==> src/rtl/irq_pkg.sv <==
package irq_pkg;
  localparam int SRC_W   = 2;
  localparam int NPIN    = 2;
  localparam logic [SRC_W-1:0] SRC_A   = 2'd0;
  localparam logic [SRC_W-1:0] SRC_B   = 2'd1;
  localparam logic [SRC_W-1:0] SRC_SWI = 2'd2;

  typedef enum logic [2:0] {
    ST_NORM,
    ST_HW1,
    ST_HW2,
    ST_SW1,
    ST_SW2
  } fetch_st_e;
endpackage

==> src/rtl/irq_pin_cond.sv <==
module irq_pin_cond (
  input  logic       clk,
  input  logic       rst,
  input  logic       pin_n,
  input  logic       mode_edge,
  input  logic [1:0] prio,
  input  logic       clr,
  output logic       pend_o
);
  logic s1, s2, s3;
  logic edge_lat;
  logic en;
  logic fall;

  assign en   = (prio != 2'b00);
  assign fall = s3 & ~s2;

  always_ff @(posedge clk) begin
    if (rst) begin
      s1 <= 1'b1;
      s2 <= 1'b1;
      s3 <= 1'b1;
    end else begin
      s1 <= pin_n;
      s2 <= s1;
      s3 <= s2;
    end
  end

  always_ff @(posedge clk) begin
    if (rst || !en || !mode_edge)
      edge_lat <= 1'b0;
    else
      edge_lat <= (edge_lat & ~clr) | fall;
  end

  assign pend_o = en & (mode_edge ? edge_lat : ~s2);

  p_lat_held_r2: assert property (@(posedge clk) disable iff (rst)
    (prio == 2'b00) |=> !edge_lat || $past(en));

  p_edge_keep_r6: assert property (@(posedge clk) disable iff (rst)
    (edge_lat && !clr && en && mode_edge && $stable(prio)) |=> (edge_lat || !en || !mode_edge));
endmodule

==> src/rtl/irq_arbiter.sv <==
module irq_arbiter
  import irq_pkg::*;
(
  input  logic [NPIN-1:0]  pend,
  input  logic [1:0]       prio_a,
  input  logic [1:0]       prio_b,
  output logic             any_o,
  output logic [SRC_W-1:0] win_o
);
  always_comb begin
    any_o = |pend;
    if (pend[0] && pend[1])
      win_o = (prio_b > prio_a) ? SRC_B : SRC_A;
    else if (pend[1])
      win_o = SRC_B;
    else
      win_o = SRC_A;
  end

  always_comb begin
    if (any_o)
      p_win_pending_r8: assert (pend[win_o]);
  end
endmodule

==> src/rtl/irq_fetch_seq.sv <==
module irq_fetch_seq
  import irq_pkg::*;
#(
  parameter int AW = 16,
  parameter logic [AW-1:0] VEC_BASE = 16'h0010
) (
  input  logic             clk,
  input  logic             rst,
  input  logic [AW-1:0]    pc_i,
  input  logic             swi_i,
  input  logic             any_i,
  input  logic [SRC_W-1:0] win_i,
  output logic [NPIN-1:0]  clr_o,
  output logic [AW-1:0]    fetch_addr_o,
  output logic             fetch_vec_o,
  output logic             fetch_word_o,
  output logic             ack_o,
  output logic [SRC_W-1:0] ack_src_o
);
  fetch_st_e        st, nxt;
  logic [SRC_W-1:0] src, nxt_src;
  logic             nxt_word;
  logic [AW-1:0]    vec_addr;

  always_comb begin
    nxt     = ST_NORM;
    nxt_src = src;
    case (st)
      ST_HW1: begin
        if (swi_i) begin
          nxt     = ST_SW1;
          nxt_src = SRC_SWI;
        end else begin
          nxt = ST_HW2;
        end
      end
      ST_SW1: nxt = ST_SW2;
      default: begin
        if (swi_i) begin
          nxt     = ST_SW1;
          nxt_src = SRC_SWI;
        end else if (any_i) begin
          nxt     = ST_HW1;
          nxt_src = win_i;
        end
      end
    endcase
  end

  assign nxt_word = (nxt == ST_HW2) || (nxt == ST_SW2);
  assign vec_addr = VEC_BASE + AW'({nxt_src, 1'b0}) + AW'(nxt_word);

  generate
    for (genvar i = 0; i < NPIN; i++) begin : g_clr
      assign clr_o[i] = (nxt == ST_HW2) && (nxt_src == SRC_W'(i));
    end
  endgenerate

  always_ff @(posedge clk) begin
    if (rst) begin
      st           <= ST_NORM;
      src          <= SRC_A;
      fetch_addr_o <= pc_i;
      fetch_vec_o  <= 1'b0;
      fetch_word_o <= 1'b0;
      ack_o        <= 1'b0;
      ack_src_o    <= SRC_A;
    end else begin
      st           <= nxt;
      src          <= nxt_src;
      fetch_addr_o <= (nxt == ST_NORM) ? pc_i : vec_addr;
      fetch_vec_o  <= (nxt != ST_NORM);
      fetch_word_o <= nxt_word;
      ack_o        <= (nxt == ST_HW2);
      ack_src_o    <= nxt_src;
    end
  end

  p_second_follows_r4: assert property (@(posedge clk) disable iff (rst)
    (st == ST_HW1 && !swi_i) |=> (st == ST_HW2 && $stable(src)));

  p_swi_preempt_r7: assert property (@(posedge clk) disable iff (rst)
    (st == ST_HW1 && swi_i) |=> (st == ST_SW1 && !ack_o));

  p_sw_pair_r5: assert property (@(posedge clk) disable iff (rst)
    (st == ST_SW1) |=> (st == ST_SW2));

  p_consec_addr_r5: assert property (@(posedge clk) disable iff (rst)
    (fetch_vec_o && fetch_word_o) |-> (fetch_addr_o == $past(fetch_addr_o) + AW'(1)));

  p_ack_second_r6: assert property (@(posedge clk) disable iff (rst)
    ack_o |-> (fetch_vec_o && fetch_word_o && ack_src_o != SRC_SWI));
endmodule

==> src/rtl/irq_vec_ctrl.sv <==
module irq_vec_ctrl
  import irq_pkg::*;
#(
  parameter int AW = 16,
  parameter logic [AW-1:0] VEC_BASE = 16'h0010
) (
  input  logic          clk,
  input  logic          rst,
  input  logic          pin_a_n,
  input  logic          pin_b_n,
  input  logic          mode_a,
  input  logic          mode_b,
  input  logic [1:0]    prio_a,
  input  logic [1:0]    prio_b,
  input  logic [AW-1:0] pc_i,
  input  logic          decode_swi_i,
  output logic [AW-1:0] fetch_addr_o,
  output logic          fetch_vec_o,
  output logic          fetch_word_o,
  output logic          ack_o,
  output logic [1:0]    ack_src_o
);
  logic [NPIN-1:0]  pins_n, modes, pend, clr;
  logic [1:0]       prios [NPIN];
  logic             any;
  logic [SRC_W-1:0] win;

  assign pins_n   = {pin_b_n, pin_a_n};
  assign modes    = {mode_b, mode_a};
  assign prios[0] = prio_a;
  assign prios[1] = prio_b;

  generate
    for (genvar i = 0; i < NPIN; i++) begin : g_pin
      irq_pin_cond u_pin (
        .clk       (clk),
        .rst       (rst),
        .pin_n     (pins_n[i]),
        .mode_edge (modes[i]),
        .prio      (prios[i]),
        .clr       (clr[i]),
        .pend_o    (pend[i])
      );
    end
  endgenerate

  irq_arbiter u_arb (
    .pend   (pend),
    .prio_a (prio_a),
    .prio_b (prio_b),
    .any_o  (any),
    .win_o  (win)
  );

  irq_fetch_seq #(.AW(AW), .VEC_BASE(VEC_BASE)) u_seq (
    .clk          (clk),
    .rst          (rst),
    .pc_i         (pc_i),
    .swi_i        (decode_swi_i),
    .any_i        (any),
    .win_i        (win),
    .clr_o        (clr),
    .fetch_addr_o (fetch_addr_o),
    .fetch_vec_o  (fetch_vec_o),
    .fetch_word_o (fetch_word_o),
    .ack_o        (ack_o),
    .ack_src_o    (ack_src_o)
  );

  p_disabled_quiet_r1: assert property (@(posedge clk) disable iff (rst)
    (prio_a == 2'b00 && prio_b == 2'b00 && !decode_swi_i && !fetch_vec_o) |=> !fetch_vec_o);
endmodule

==> config.mk <==
export PLATFORM = sky130hd
export DESIGN_NAME = irq_vec_ctrl
export DESIGN_NICKNAME = d
export VERILOG_FILES = /design/src/rtl/irq_pkg.sv /design/src/rtl/irq_pin_cond.sv /design/src/rtl/irq_arbiter.sv /design/src/rtl/irq_fetch_seq.sv /design/src/rtl/irq_vec_ctrl.sv
export SDC_FILE = /design/constraint.sdc
export NUM_CORES = 1
export LEC_CHECK = 0
export ABC_CLOCK_PERIOD_IN_PS = 2500
export BUFFER_PORTS_ARGS = -buffer_cell sky130_fd_sc_hd__clkbuf_2
export CORE_MARGIN = 3
export CORE_UTILIZATION = 49
export DETAILED_ROUTE_END_ITERATION = 16
export PLACE_DENSITY = 0.81
export SLEW_MARGIN = 20
export SYNTH_ARGS = -nofsm -noshare
export SYNTH_HDL_FRONTEND = slang
export SYNTH_HIERARCHICAL = 1
export SYNTH_SLANG_ARGS = --single-unit
==> constraint.sdc <==
create_clock -name clk -period 2.5 [get_ports clk]
set_input_delay 0.375 -clock clk [delete_from_list [all_inputs] [get_ports clk]]
set_output_delay 0.375 -clock clk [all_outputs]
set_load 0.005 [all_outputs]
==> flow_summary.yaml <==
setup_path:
  worst-path-stages: 6
  rrSetupSlack_ps: 810
  arrival_ps: 1910
  path_class: "reg2reg"
  crit_family: "simple AND/OR/NAND/NOR gates"
  rr_worst_depth: 6
  worstPathCellList: "nor2b_1 > a211oi_1 > or2_2 > o31ai_4 > buf_4 > or2b_1"
  endpoint_kind: "flip-flop"
  reg2reg_from: "g_pin[1].u_pin/edge_lat$_SDFF_PP0_"
  critPathLaunch: "g_pin[1].u_pin/edge_lat$_SDFF_PP0_"
  start_kind: "flip-flop"
  cp_slowest_stage_delay_ps: 370
  endpoint: "u_seq/fetch_addr_o[4]$_DFF_P_"
  slowest_stage: "or2_2"
  path_max_fanout: 16
  reg2reg_to: "u_seq/fetch_addr_o[4]$_DFF_P_"
  required_ps: 2730
  cp_num_buf_inv: 1
placed_design:
  dpl-instance-area_um2: 1420
  port_buffers: 47
  pre_cts_ws_ps: 578
  gp_congestion: 0.857
  hpwlAfterDp_mm: 1.64
clocking:
  numClockSinks: 32
  cts_max_level: 2
  cts_hold_buf: 0
  clk_pin_slew_ps: 90
  cts_setup_buffers: 0
  cts_resized: 0
  clk_latency_ps: 330
  cts_inserted_buffers: 5
  cts_tree: "built"
  cts-root-buf: "clkbuf_4"
  clock_path_buffers: 2
drt:
  drc: 0
  drt_iter0_drc: 16
  firstDrtPassIters: 3
  wl_per_cell_um: 11.0
  routed_wl_mm: 2.10
  routed-wl-met2_mm: 1.04
  vias: 884
  m1WireLength_um: 854
  top_layer_used: "met4"
  viasPerCell: 4.63
  route.met3.wl_um: 158
  ant_nets: 0
sta:
  setup_slack_ps: 814
  fmax_mhz: 593
  hold_ws_ps: 220
  rsz0062_at_grt: "no"
  setup_viol_count_final: 0
  finalWorstPathRequiredPeriod_ps: 1690
  hold_viol: 0
  timing.final.crit_share_pct: 67.4
  finClkSkew_ps: 5.50
  tns_ps: 0
  slew_violations: 0
power_and_ir_drop:
  comb_power_share_pct: 13.6
  ir_drop_mv: 0.512
  clockPowerShare_pct: 30.2
  intPower_uw: 755
  leakage_uw: 0.000712
  p_per_area_nw_per_um2: 669
  power_switching_share_pct: 23.7
  seqPwrFrac_pct: 56.2
  power.switching_uw: 235
run_status:
  outcome: "finished clean"
layout:
  final_core_util_pct: 66.3
  layout_commonest_cell: "clkbuf_2"
  final_cell_mix: "clkbuf_2 (47), dfxtp_1 (32), nor2_1 (10)"
  antenna_cells: 0
  drive_gt1_share_pct: 46.0
  nets: 191
  fin_area_um2: 1480
  area_growth_pct: 26.8
yosys:
  yosys_warnings: 6
  synth_cell_types: 34
  ys_ff_latch: 32
  synth.net_count: 139
  async_flop_share_pct: 0
  synth-main-ff-cell: "dfxtp_1"
  synth.avg_cell_area_um2: 10.6
  netlist_area_um2: 1170
  synth_cells: 110
  synth_edf_count: 0
  yosysSeqAreaShare_pct: 54.9
hold_path:
  hp-start: "pc_i[4]"
  hold_path_class: "in2reg"
floorplan:
  die_x_um: 54.8
  die_h_um: 54.8
  initial_core_util_pct: 52.3
  fp-row-count: 17
  coreArea_um2: 2230
  io_pins: 48
  die-area_um2: 3000
grt:
  antenna_found_initial: 0
  grt_overflow_total: 0
  track_usage_pct: 17.3
  grt_max_degree: 17
  grt_pass1_vias: 848
  grt_pass1_wl_mm: 3.53
run:
  maxCapViolations: 0
through the flow:
| stage | power, uW | cells |
|---|---|---|
| after global routing | 1050 | 191 |
| after floorplan | 645 | 110 |
| final | 990 | 191 |
| after global placement | 700 | 183 |
| after detailed placement | 705 | 183 |
| after CTS | 1000 | 191 |
per-layer routing:
layer  up-vias  GRT usage (%)
met5         -              0
met3         5           9.26
met2        28           26.6
met4         0           9.96
li1        459              -
met1       392           18.7
cell type report:
class,count,area [um2]
Clock buffer,8,58.8
Tap cell,28,35.0
Inverter,9,33.8
Timing Repair Buffer,48,243
Fill cell,184,753
Multi-Input combinational cell,66,469
Sequential cell,32,641
registers in the layout (all words and copies together) (netlist names):
| signal | count |
|---|---|
| u_seq/fetch_addr_o | 16 |
| u_seq/ack_o | 1 |
| u_seq/src | 2 |
| u_seq/fetch_word_o | 1 |
| g_pin.u_pin/s3 | 2 |
| g_pin.u_pin/edge_lat | 2 |
| u_seq/fetch_vec_o | 1 |
| u_seq/st | 3 |
| g_pin.u_pin/s2 | 2 |
| g_pin.u_pin/s1 | 2 |
power by group through the flow:
stage,clock network (uW),logic (uW),registers (uW)
6_report,299,134,557
3_3_place_gp,0,132,568
5_1_grt,334,152,560
2_1_floorplan,0,73.8,571
3_5_place_dp,0,136,569
4_1_cts,310,136,557
logic make-up after synthesis:
group | count (synthesis) | synth area share (%)
and+or+nand+nor | 47 | 24.4
DFF | 32 | 54.9
other | 1 | 0.321
adders and majority gates | 2 | 2.14
muxes | 2 | 2.14
buffers and inverters | 12 | 4.93
AOI/OAI and AO/OA | 14 | 11.1
cell usage after synthesis, types with 4 or more instances:
cell type   n  area share [%]
inv_1       8             2.6
and2_2      4             2.6
and2_1      9             4.8
dfxtp_1    32              55
nand2b_1    4             2.1
or2_2       7             3.8
nor2_1     10             3.2
how the worst min path moves through the flow:
| stage | cells past startpoint | to | slack (ps) |
|---|---|---|---|
| after floorplan | 1 | g_pin[0].u_pin/s2$_SDFF_PP1_ | 390 |
| after global placement | 1 | g_pin[1].u_pin/s2$_SDFF_PP1_ | 390 |
| after detailed placement | 1 | g_pin[0].u_pin/s2$_SDFF_PP1_ | 390 |
| after CTS | 2 | u_seq/fetch_addr_o[4]$_DFF_P_ | 210 |
| after global routing | 2 | u_seq/fetch_addr_o[4]$_DFF_P_ | 200 |
| final | 2 | u_seq/fetch_addr_o[4]$_DFF_P_ | 220 |
No activity file was read; power rests on OpenSTA's default activity.
